File: config.mk
export PLATFORM = sky130hd
export DESIGN_NAME = exc_prio_top
export DESIGN_NICKNAME = d
export VERILOG_FILES = /design/src/rtl/exc_prio_pkg.sv /design/src/rtl/exc_src_qual.sv /design/src/rtl/exc_prio_enc.sv /design/src/rtl/exc_wake_stat.sv /design/src/rtl/exc_prio_top.sv
export SDC_FILE = /design/constraint.sdc
export NUM_CORES = 1
export LEC_CHECK = 0
export BUFFER_PORTS_ARGS = -buffer_cell sky130_fd_sc_hd__buf_2
export CAP_MARGIN = 40
export CORE_MARGIN = 2
export CORE_UTILIZATION = 36
export CTS_CLUSTER_DIAMETER = 40
export DETAILED_ROUTE_END_ITERATION = 8
export GPL_ROUTABILITY_DRIVEN = 0
export PLACE_DENSITY_LB_ADDON = 0.05
export SLEW_MARGIN = 20
export SYNTH_ARGS = -nofsm -noshare
export SYNTH_HDL_FRONTEND = slang
export SYNTH_SLANG_ARGS = --single-unit
File: constraint.sdc
create_clock -name clk -period 3.3 [get_ports clk]
set_input_delay 0.495 -clock clk [delete_from_list [all_inputs] [get_ports clk]]
set_output_delay 0.495 -clock clk [all_outputs]
set_load 0.02 [all_outputs]
File: src/rtl/exc_prio_pkg.sv
package exc_prio_pkg;

    localparam int NUM_CAUSE = 8;
    localparam int CAUSE_W   = $clog2(NUM_CAUSE);
    localparam int HCTL_W    = 6;

    // Status-word bit positions, fixed by the status-register layout.
    localparam int ST_BIT_A = 8;
    localparam int ST_BIT_I = 7;
    localparam int ST_BIT_F = 6;

    typedef enum logic [CAUSE_W-1:0] {
        CZ_PIRQ  = 3'd0,
        CZ_VIRQ  = 3'd1,
        CZ_PFIQ  = 3'd2,
        CZ_VFIQ  = 3'd3,
        CZ_PABT  = 3'd4,
        CZ_VABT  = 3'd5,
        CZ_RESET = 3'd6,
        CZ_SEV   = 3'd7
    } cause_e;

    // Hypervisor control word: bit 0 is route_i, bit 5 is inj_a.
    typedef struct packed {
        logic inj_a;
        logic inj_f;
        logic inj_i;
        logic route_a;
        logic route_f;
        logic route_i;
    } hctl_t;

endpackage

File: src/rtl/exc_src_qual.sv
module exc_src_qual
    import exc_prio_pkg::*;
(
    input  logic                 req_irq,
    input  logic                 req_fiq,
    input  logic                 req_abt,
    input  logic                 req_virq,
    input  logic                 req_vfiq,
    input  logic                 req_reset,
    input  logic                 req_sev,
    input  hctl_t                ctl,
    input  logic                 mask_i,
    input  logic                 mask_f,
    input  logic                 mask_a,
    input  logic                 in_hyp,
    input  logic                 in_secure,
    output logic [NUM_CAUSE-1:0] qual
);

    logic vpend_i;
    logic vpend_f;
    logic vpend_a;
    logic virt_ok;

    always_comb begin
        vpend_i = req_virq | ctl.inj_i;
        vpend_f = req_vfiq | ctl.inj_f;
        vpend_a = ctl.inj_a;
        virt_ok = ~in_hyp & ~in_secure;

        qual           = '0;
        qual[CZ_PIRQ]  = req_irq & ~mask_i;
        qual[CZ_VIRQ]  = vpend_i & ~mask_i & ctl.route_i & virt_ok;
        qual[CZ_PFIQ]  = req_fiq & ~mask_f;
        qual[CZ_VFIQ]  = vpend_f & ~mask_f & ctl.route_f & virt_ok;
        qual[CZ_PABT]  = req_abt & ~mask_a;
        qual[CZ_VABT]  = vpend_a & ~mask_a & ctl.route_a & virt_ok;
        qual[CZ_RESET] = req_reset;
        qual[CZ_SEV]   = req_sev;
    end

endmodule

File: src/rtl/exc_prio_enc.sv
module exc_prio_enc #(
    parameter int N = 8,
    localparam int W = (N > 1) ? $clog2(N) : 1
) (
    input  logic [N-1:0] req,
    output logic         any,
    output logic [W-1:0] idx
);

    logic [N:0]   seen;
    logic [N-1:0] grant;

    assign seen[0] = 1'b0;

    genvar g;
    generate
        for (g = 0; g < N; g++) begin : g_chain
            assign grant[g]  = req[g] & ~seen[g];
            assign seen[g+1] = seen[g] | req[g];
        end
    endgenerate

    assign any = seen[N];

    always_comb begin
        idx = '0;
        for (int k = 0; k < N; k++) begin
            if (grant[k]) begin
                idx = idx | W'(k);
            end
        end
    end

endmodule

File: src/rtl/exc_wake_stat.sv
module exc_wake_stat
    import exc_prio_pkg::*;
#(
    parameter int STAT_W = 32
) (
    input  logic              req_irq,
    input  logic              req_fiq,
    input  logic              req_abt,
    input  logic              req_virq,
    input  logic              req_vfiq,
    input  logic              req_reset,
    input  logic              req_sev,
    input  hctl_t             ctl,
    input  logic              in_hyp,
    input  logic              in_secure,
    output logic              wake,
    output logic [STAT_W-1:0] status
);

    logic virt_ok;
    logic vpend_i;
    logic vpend_f;
    logic phys_any;
    logic virt_any;

    always_comb begin
        virt_ok  = ~in_hyp & ~in_secure;
        vpend_i  = req_virq | ctl.inj_i;
        vpend_f  = req_vfiq | ctl.inj_f;
        phys_any = req_irq | req_fiq | req_abt | req_reset | req_sev;
        virt_any = ((vpend_i & ctl.route_i) |
                    (vpend_f & ctl.route_f) |
                    (ctl.inj_a & ctl.route_a)) & virt_ok;
        wake     = phys_any | virt_any;

        status           = '0;
        status[ST_BIT_I] = (virt_ok & ctl.route_i) ? vpend_i   : req_irq;
        status[ST_BIT_F] = (virt_ok & ctl.route_f) ? vpend_f   : req_fiq;
        status[ST_BIT_A] = (virt_ok & ctl.route_a) ? ctl.inj_a : req_abt;
    end

endmodule

File: src/rtl/exc_prio_top.sv
module exc_prio_top
    import exc_prio_pkg::*;
#(
    parameter int STAT_W = 32
) (
    input  logic                          clk,
    input  logic                          rst,
    input  logic                          req_irq,
    input  logic                          req_fiq,
    input  logic                          req_abt,
    input  logic                          req_virq,
    input  logic                          req_vfiq,
    input  logic                          req_reset,
    input  logic                          req_sev,
    input  logic [exc_prio_pkg::HCTL_W-1:0]  hyp_ctl,
    input  logic                          mask_i,
    input  logic                          mask_f,
    input  logic                          mask_a,
    input  logic                          in_hyp,
    input  logic                          in_secure,
    output logic                          take,
    output logic [exc_prio_pkg::CAUSE_W-1:0] cause,
    output logic                          wake,
    output logic [STAT_W-1:0]             status
);

    typedef enum logic {
        ST_IDLE = 1'b0,
        ST_TAKE = 1'b1
    } arb_state_e;

    hctl_t                ctl;
    logic [NUM_CAUSE-1:0] qual;
    logic                 any_q;
    logic [CAUSE_W-1:0]   win_idx;
    arb_state_e           state_q;
    arb_state_e           state_d;
    cause_e               cause_q;
    cause_e               cause_d;

    assign ctl = hctl_t'(hyp_ctl);

    exc_src_qual u_qual (
        .req_irq   (req_irq),
        .req_fiq   (req_fiq),
        .req_abt   (req_abt),
        .req_virq  (req_virq),
        .req_vfiq  (req_vfiq),
        .req_reset (req_reset),
        .req_sev   (req_sev),
        .ctl       (ctl),
        .mask_i    (mask_i),
        .mask_f    (mask_f),
        .mask_a    (mask_a),
        .in_hyp    (in_hyp),
        .in_secure (in_secure),
        .qual      (qual)
    );

    exc_prio_enc #(.N(NUM_CAUSE)) u_enc (
        .req (qual),
        .any (any_q),
        .idx (win_idx)
    );

    exc_wake_stat #(.STAT_W(STAT_W)) u_ws (
        .req_irq   (req_irq),
        .req_fiq   (req_fiq),
        .req_abt   (req_abt),
        .req_virq  (req_virq),
        .req_vfiq  (req_vfiq),
        .req_reset (req_reset),
        .req_sev   (req_sev),
        .ctl       (ctl),
        .in_hyp    (in_hyp),
        .in_secure (in_secure),
        .wake      (wake),
        .status    (status)
    );

    // Next-state decision: IDLE/TAKE chosen each cycle from qualification.
    always_comb begin
        unique case (state_q)
            ST_IDLE: state_d = any_q ? ST_TAKE : ST_IDLE;
            ST_TAKE: state_d = any_q ? ST_TAKE : ST_IDLE;
            default: state_d = ST_IDLE;
        endcase
        cause_d = any_q ? cause_e'(win_idx) : CZ_PIRQ;
    end

    // State register.
    always_ff @(posedge clk) begin
        if (rst) begin
            state_q <= ST_IDLE;
            cause_q <= CZ_PIRQ;
        end else begin
            state_q <= state_d;
            cause_q <= cause_d;
        end
    end

    // Outputs.
    always_comb begin
        take  = (state_q == ST_TAKE);
        cause = cause_q;
    end

endmodule

### Word level (Yosys, flattened, before mapping)

Cells that the tools add are included.

| word-level totals | value |
|---|---|
| word-level logic and storage cells | 70 |
| input port bits | 20 |
| output and inout port bits | 37 |
| flip-flop bits (word level) | 4 |

| cells by class | value |
|---|---|
| reductions and logical operators | 1 |
| multiplexer cells | 11 |
| bitwise gates (word level) | 56 |

Operators by type and width:

| operator | number |
|---|---|
| 1-bit bitwise AND | 27 |
| 1-bit OR | 16 |
| 1-bit NOT | 13 |
| 3-bit two-way mux | 4 |
| 1-bit two-way mux | 5 |
| 2-bit two-way mux | 2 |
| 2-bit OR reduction | 1 |

### Longest topological paths before layout

Gate-level depths: netlist of the first run.

| depth | value |
|---|---|
| word-level depth | 13 |
| gate-level depth with buffers | 4 |
| gate-level depth less buffers | 4 |

### Cells and area by module

Synthesis of the first run repeated with hierarchy kept, for this count alone.

| second synthesis, totals | value |
|---|---|
| cells, all modules | 78 |
| area, all modules | 598.1 um^2 |

By module, submodules not included:

| module | sequential area each (um^2) | instances | cells an instance | area an instance (um^2) |
|---|---|---|---|---|
| exc_wake_stat | 0.0 | 1 | 44 | 307.8 |
| exc_prio_top | 80.1 | 1 | 8 | 118.9 |
| exc_src_qual | 0.0 | 1 | 12 | 88.8 |
| exc_prio_enc | 0.0 | 1 | 14 | 82.6 |

### Worst setup path before layout of the first run

Ideal clock, no wire load.

| timing path | value |
|---|---|
| path type | input-to-output |
| start point | input in_secure |
| end point | output status[6] |
| stages | 2 |
| setup slack | 1.401 ns |
| data arrival time | 1.404 ns |
| buffers on the path | 0 |
| data required time | 2.805 ns |
| cell sequence | or3b_4 o21ai_0 |

| between the ends | value |
|---|---|
| cells in the longest elaborated chain, start to end | 4 |

RTL lines:

| element | line | text |
|---|---|---|
| start, declared | exc_prio_top.sv:20 | `input logic in_secure,` |
| 1-bit NOT | exc_wake_stat.sv:27 | `virt_ok = ~in_hyp & ~in_secure;` |
| 1-bit bitwise AND | exc_wake_stat.sv:27 |  |
| 1-bit bitwise AND | exc_wake_stat.sv:38 | `status[ST_BIT_F] = (virt_ok & ctl.route_f) ? vpend_f : req_fiq;` |
| 1-bit two-way mux | exc_wake_stat.sv:38 |  |
| end, declared | exc_prio_top.sv:24 | `output logic [STAT_W-1:0] status` |

Every way passes these cells.

### Worst setup path after layout of the first run

| timing path | value |
|---|---|
| start point | input in_secure |
| end point | output wake |

| between the ends | value |
|---|---|
| cells in the longest elaborated chain, start to end | 4 |

RTL lines:

| element | line | text |
|---|---|---|
| 1-bit NOT | exc_wake_stat.sv:27 |  |
| 1-bit bitwise AND | exc_wake_stat.sv:27 |  |
| 1-bit bitwise AND | exc_wake_stat.sv:33 | `(ctl.inj_a & ctl.route_a)) & virt_ok;` |
| 1-bit OR | exc_wake_stat.sv:34 | `wake = phys_any \| virt_any;` |
| end, declared | exc_prio_top.sv:23 | `output logic wake,` |

Every way passes these cells.

==> results_dict.tcl, run 1 <==
set metrics [dict create \
    cp.arrival_ns 1.51 \
    initial_core_util_pct 39.4 \
    cts.reportedPaths.clkPinSlew_ns 0.04 \
    antenna_found_initial 0 \
    dr.pass1.iters 4 \
    finalCritPeriodShare_pct 60.9 \
    power.density_mw_per_mm2 326 \
    htreeDepth 1 \
    ys_warn_count 0 \
    netlist_area_um2 526 \
    hold_violations 0 \
    setup_viol 0 \
    synth_edf_count 0 \
    syn_to_final_growth_pct 12.1 \
    grt_setup_unrepaired "false" \
    io_buffer_count 27 \
    maxCapViolCount 0 \
    fin_crit_ns 2.01 \
    ys.flop_type "dfxtp_1" \
    postSynthCellCount 69 \
    async_reset_ff_share_pct 0 \
    drt_iter0_drc 4 \
    num_rows 13 \
    fp.dieW_um 42.2 \
    slew_violations 0 \
    dieArea_mm2 0.00178 \
    min_path_cells 2 \
    grt_max_degree 6 \
    clockRootBuffer "clkbuf_4" \
    wl_um 940 \
    gr-usage-all-layers_pct 10.1 \
    cts_tree "yes" \
    synth-seq-cells 4 \
    grt-ovfl-total 0 \
    synth_cell_types 25 \
    hp-start "rst" \
    nNetsFinal 120 \
    fillers 155 \
    drc 0 \
    fmax_ghz 0.498 \
    post_cts_buffers 0 \
    vias_per_cell 4.22 \
    syn_area_per_cell_um2 7.62 \
    drive_above_1_share_pct 35.7 \
    critical_path_required_ns 2.80 \
    crit_fanout 4 \
    dp_hpwl_um 820 \
    cp-startpoint "in_secure" \
    cts_buffer_depth 2 \
    postCtsHoldBufs 0 \
    critical_path_class "in2out" \
    vias 477 \
    power_leakage_nw 0.321 \
    numCtsBuffers 3 \
    vdd_ir_drop_max_v 0.0000787 \
    setup_tns_ns 0 \
    ctsResizeCount 0 \
    dp.cells 110 \
    outcome "finished clean" \
    clock-sinks 4 \
    core_area_mm2 0.00133 \
    hold_path.class "in2reg" \
    diodes 0 \
    wire_per_inst_um 8.32 \
    grt_pass1_wl_um 1350 \
    hold_ws_ns 0.476 \
    synth_seq_area_share_pct 15.2 \
    hold_end "cause[0]" \
    crit_path_start_kind "input pin" \
    io_pins 57 \
    ant_nets 0 \
    stdcell_count 113 \
    grt_pass1_vias 344 \
    fp.dieH_um 42.2 \
    cp-end-kind "output pin" \
]
Yosys cell counts (2+ instances only):
library cell  instances  area (µm²)
o21a_1                2        15.0
buf_4                29         218
or3b_4                2        22.5
dfxtp_1               4        80.1
nor2_1                7        26.3
o21ai_0               2        10.0
o22ai_1               2        12.5
nand2_1               4        15.0
per-stage QoR:
| stage | setup slack, ns | instance area [µm²] | util, % | total power, mW |
|---|---|---|---|---|
| 5_1_grt | 1.23 | 589 | 44.2 | 0.206 |
| 3_3_place_gp | 1.31 | 567 | 42.5 | 0.134 |
| 2_1_floorplan | 1.40 | 631 | - | 0.137 |
| 3_5_place_dp | 1.28 | 567 | 42.5 | 0.134 |
| 4_1_cts | 1.28 | 589 | 44.2 | 0.194 |
| 6_report | 1.29 | 589 | 44.2 | 0.192 |
placed cells by master (no fill, tap or decap), types with 2 or more instances in the layout:
cell and n:
conb_1 29, buf_2 27, nor2_1 7, nand2_1 4
dfxtp_1 4, clkbuf_4 3, or3b_4 2, o21a_1 2
o21ai_0 2, o22ai_1 2
per-layer routing:
metal / up-vias / global-route usage (%) / wire [µm]
met5: - / 0 / 0
li1: 240 / - / -
met3: 0 / 4.74 / 163
met4: 0 / 5.63 / 0
met2: 37 / 15.4 / 396
met1: 200 / 11.5 / 381
cell type report:
class	instances	area, µm²	share of cell area (%)
Inverter	1	3.75	0.637
Tap cell	15	18.8	3.18
Sequential cell	4	80.1	13.6
Multi-Input combinational cell	63	329	55.8
Timing Repair Buffer	27	135	22.9
Clock buffer	3	22.5	3.82
power breakdown:
part / leakage [nW] / internal [mW] / switching, mW
logic: 0.274 / 0.0234 / 0.0578
registers: 0.0333 / 0.0521 / 0.000547
clock network: 0.0138 / 0.0405 / 0.0178
total: 0.321 / 0.116 / 0.0762
flip-flops by register name (all words and copies together), names as in the netlist:
name   cells
cause      3
take       1
cells by family (layout without fill, tap and decap cells):
family,count (synthesis),after routing,share of synthesized area [%]
and+or+nand+nor,19,19,19.5
AOI/OAI and AO/OA,14,14,20.2
buffers and inverters,30,31,42.1
DFF,4,4,15.2
muxes,1,1,2.14
other,1,29,0.714
worst max-delay path by stage:
stage,to,slack [ns],cells after the start
3_3_place_gp,wake,1.31,5
3_5_place_dp,wake,1.28,5
2_1_floorplan,status[6],1.40,2
5_1_grt,wake,1.23,5
4_1_cts,wake,1.28,5
6_report,wake,1.29,5
critical path, cell delays in order:
cell and delay (ns):
buf_2 0.12, or3b_4 0.42, o21a_1 0.23, nand4_1 0.08, buf_2 0.17
(Power assumes the default switching activity.)
==> inputs of run 2 (changes only) <==
Settings changed: CORE_UTILIZATION 36 to 30.
Clock period 3.3 ns to 1.8 ns, I/O delays scaled along.
==> results_dict.tcl, run 2 (synthesis results as in run 1) <==
set metrics [dict create \
    hold_path.class "in2reg" \
    cts_buffer_depth 2 \
    place_area_um2 569 \
    multi_input_area_um2 329 \
    grt_pass1_wl_um 1350 \
    vias 462 \
    num_rows 15 \
    io_pins 57 \
    outcome "finished clean" \
    setup_tns_ns 0 \
    power_leakage_nw 0.321 \
    cts_tree "yes" \
    core_area_mm2 0.00169 \
    layout_commonest_cell "conb_1" \
    finalCoreUtilization_pct 35.0 \
    maxCapViolCount 0 \
    ctsResizeCount 0 \
    critical_path_class "in2out" \
    dieArea_mm2 0.00210 \
    vdd_ir_drop_max_v 0.000192 \
    fin_crit_ns 1.56 \
    vias_per_cell 4.02 \
    wire_per_inst_um 8.40 \
    dr.pass1.iters 4 \
    grt_setup_unrepaired "false" \
    syn_to_final_growth_pct 12.6 \
    critical_path_required_ns 1.53 \
    setup_viol 0 \
    gr-usage-all-layers_pct 8.65 \
    dp.cells 112 \
    regArea_um2 80.1 \
    nNetsFinal 120 \
    numCtsBuffers 3 \
    setup_slack_ns 0.241 \
    fp.dieH_um 45.9 \
    fillers 199 \
    grt-ovfl-total 0 \
    dp_hpwl_um 867 \
    fmax_ghz 0.642 \
    stdcell_count 115 \
    io_buffer_count 27 \
    postCtsHoldBufs 0 \
    largest_register_ffs 3 \
    clockRootBuffer "clkbuf_4" \
    hold_violations 0 \
    grt_max_degree 6 \
    crit_fanout 4 \
    post_cts_buffers 0 \
    grt_pass1_vias 352 \
    drt_iter0_drc 8 \
    ant_nets 0 \
    hold_ws_ns 0.257 \
    cts.reportedPaths.clkPinSlew_ns 0.04 \
    clock-sinks 4 \
    slew_violations 0 \
    min_path_cells 2 \
    cp-end-kind "output pin" \
    cp.arrival_ns 1.29 \
    crit_path_start_kind "input pin" \
    diodes 0 \
    dp_slack_ns 0.194 \
    finalCritPeriodShare_pct 86.6 \
    drc 0 \
    wl_um 966 \
    layout_common_cells "conb_1 (29), buf_2 (27), nor2_1 (7), nand2_1 (4), dfxtp_1 (4)" \
    final_area_um2 592 \
    drive_above_1_share_pct 35.7 \
    antenna_found_initial 0 \
    initial_core_util_pct 31.1 \
    htreeDepth 1 \
    power.density_mw_per_mm2 596 \
    power_uw 353 \
    fp.dieW_um 45.9 \
]
==> run 2: cell counts in the layout (fill, tap and decap cells not counted) <==
No cell type changed its count.
==> run 2: final cells by class <==
class,count,area share (%)
Inverter,1,0.634
Clock buffer,3,3.81
Multi-Input combinational cell,63,55.6
Timing Repair Buffer,27,22.8
Tap cell,17,3.59
Sequential cell,4,13.5
==> run 2: final timing paths <==
check,end,start,slack (ns)
worst min-delay path,cause[0],rst,0.26
worst max-delay path,wake,in_secure,0.24
==> run 2: metal layers <==
metal	up-vias	routed length [µm]	track usage [%]
met4	0	0	3.43
met3	0	89	2.38
met1	193	417	11.2
li1	240	-	-
met5	-	0	0
met2	29	460	13.3
==> run 2: power by group <==
group | switching, mW | internal, mW | total, mW | leakage, nW
clock network | 0.0326 | 0.0743 | 0.107 | 0.0138
logic | 0.106 | 0.0429 | 0.149 | 0.274
registers | 0.00123 | 0.0956 | 0.0968 | 0.0333
==> run 2: critical path, cell delays in order <==
cell and delay [ns]:
buf_2 0.12, or3b_4 0.41, o21a_1 0.24, nand4_1 0.08, buf_2 0.16
==> inputs of run 3 (changes only) <==
Settings changed: ABC_AREA set to 1, CORE_UTILIZATION 30 to 32.
==> results_dict.tcl, run 3 <==
set metrics [dict create \
    outcome "finished clean" \
    power.density_mw_per_mm2 534 \
    cp-startpoint "req_reset" \
    pwr-share-clk_pct 30.0 \
    drive_above_1_share_pct 28.7 \
    wire_per_inst_um 6.79 \
    synth_top_family_by_area "buffers and inverters" \
    fp.dieH_um 47.4 \
    finalCoreUtilization_pct 38.9 \
    layout_common_cells "conb_1 (29), buf_2 (27), inv_1 (20), nand2_1 (18), nor2_1 (7)" \
    cp_top_family "simple AND/OR/NAND/NOR gates" \
    dieArea_mm2 0.00225 \
    p_sw_share_pct 41.8 \
    finalCritPeriodShare_pct 76.7 \
    syn_area_per_cell_um2 6.03 \
    diodes 0 \
    vdd_ir_drop_max_v 0.000188 \
    slew_violations 0 \
    synth.largest_area_cell "buf_4" \
    synth_seq_area_share_pct 13.3 \
    final_area_um2 679 \
    io_buffer_count 27 \
    drt_iter0_drc 4 \
    cp.depth 5 \
    layout_commonest_cell "conb_1" \
    vias 565 \
    cp.arrival_ns 1.11 \
    critical_path_required_ns 1.53 \
    crit_path_start_kind "input pin" \
    setup_tns_ns 0 \
    synth-seq-cells 4 \
    grt_max_degree 8 \
    core_area_mm2 0.00175 \
    gr-usage-all-layers_pct 10.6 \
    grt_pass1_wl_um 1640 \
    critical_path_class "in2out" \
    clockRootBuffer "clkbuf_4" \
    yosysMostFrequentCell "buf_4" \
    clock-sinks 4 \
    synth_area_leaders "buf_4 (36%), dfxtp_1 (13%), inv_1 (12%)" \
    hold_violations 0 \
    cts_tree "yes" \
    vias_per_cell 3.67 \
    ant_nets 0 \
    drc 0 \
    synth-simple-area-share_pct 32.6 \
    netlist_top_cells_count "buf_4 (29), inv_1 (20), nand2_1 (18)" \
    initial_core_util_pct 34.6 \
    crit_chain "buf_2 > or2_2 > nor3_1 > nand4_1 > buf_2" \
    slowest_delay_ns 0.33 \
    grt_setup_unrepaired "false" \
    fp.dieW_um 47.4 \
    cts.reportedPaths.clkPinSlew_ns 0.04 \
    cp-end-kind "output pin" \
    synth_top_area_share_pct 36.1 \
    synth_xor_area_share_pct 0 \
    antenna_found_initial 0 \
    fmax_ghz 0.724 \
    num_rows 15 \
    place_area_um2 657 \
    synth_cell_types 18 \
    ys.flop_type "dfxtp_1" \
    synth.area.mux_share_pct 0 \
    dr.pass1.iters 4 \
    largest_register_ffs 3 \
    ctsResizeCount 0 \
    power_leakage_nw 0.455 \
    hold_ws_ns 0.329 \
    grt-ovfl-total 0 \
    syn_to_final_growth_pct 12.7 \
    wl_um 1050 \
    crit_fanout 3 \
    io_pins 57 \
    postCtsHoldBufs 0 \
    cts_buffer_depth 2 \
    synth_compound_area_share_pct 3.11 \
    post_cts_buffers 0 \
    nNetsFinal 151 \
    synth_fa_ha_area_share_pct 0 \
    grt_pass1_vias 437 \
    hold_path.class "in2reg" \
    intPower_uw 211 \
    critPathBufInv 2 \
    p_seq_share_pct 26.7 \
    cp_common_cell "buf_2" \
    fin_crit_ns 1.38 \
    power.net_switching_uw 152 \
    async_reset_ff_share_pct 0 \
    setup_viol 0 \
    netlist_area_um2 603 \
    cp-endpoint "wake" \
    ys_warn_count 0 \
    fillers 206 \
    postSynthCellCount 100 \
    maxCapViolCount 0 \
    synth_edf_count 0 \
    power_uw 363 \
    numCtsBuffers 3 \
    dp_hpwl_um 964 \
    combPwrFrac_pct 43.2 \
    slowest_stage "or2_2" \
    htreeDepth 1 \
]
## run 3: cell types whose count changed after synthesis, sizes merged, moves of 3 or more
cell and change:
inv +21, nand2 +15, nand4 +5, nand3 +3
o21a -3
## run 3: routing by layer
metal  vias up  track usage (%)  wire length [µm]
met2        32             17.3               496
met5         -                0                 0
met4         0             8.33                17
met3         2             1.13               105
li1        300                -                 -
met1       231             12.4               426
## run 3: power groups by stage
stage	Clock (mW)	Sequential, mW	Combinational, mW
after floorplan	0	0.108	0.152
after global placement	0	0.0984	0.156
after detailed placement	0	0.0985	0.156
after CTS	0.115	0.0971	0.157
after global routing	0.126	0.0979	0.176
final	0.109	0.0970	0.157
## run 3: kinds of logic after synthesis
logic type	after synthesis
compound gates	3
buf+inv	52
flops	4
other cells	1
simple gates	40
## run 3: layout make-up
class	count	area [µm²]	share of cell area, %
Tap cell	25	31.3	4.60
Inverter	23	86.3	12.7
Clock buffer	3	22.5	3.31
Multi-Input combinational cell	72	324	47.7
Sequential cell	4	80.1	11.8
Timing Repair Buffer	27	135	19.9
## run 3: per-stage QoR
step           std cells  setup WS, ns
6_report             154         0.419
5_1_grt              154         0.367
4_1_cts              154         0.411
3_5_place_dp         151         0.418
3_3_place_gp         151         0.416
2_1_floorplan        128         0.592
## run 3: tightest hold or removal path, stage by stage
cell and delay (ns):
buf_2 0.07, inv_1 0.04, o311ai_0 0.09, inv_1 0.04
## run 3: worst min-delay path by stage
stage	from	end	slack, ns	cells after the start
after floorplan	rst	take	0.46	3
after global placement	rst	cause[1]	0.59	4
after detailed placement	rst	cause[2]	0.58	4
after CTS	rst	cause[2]	0.33	4
after global routing	rst	cause[2]	0.36	4
final	rst	cause[2]	0.33	4
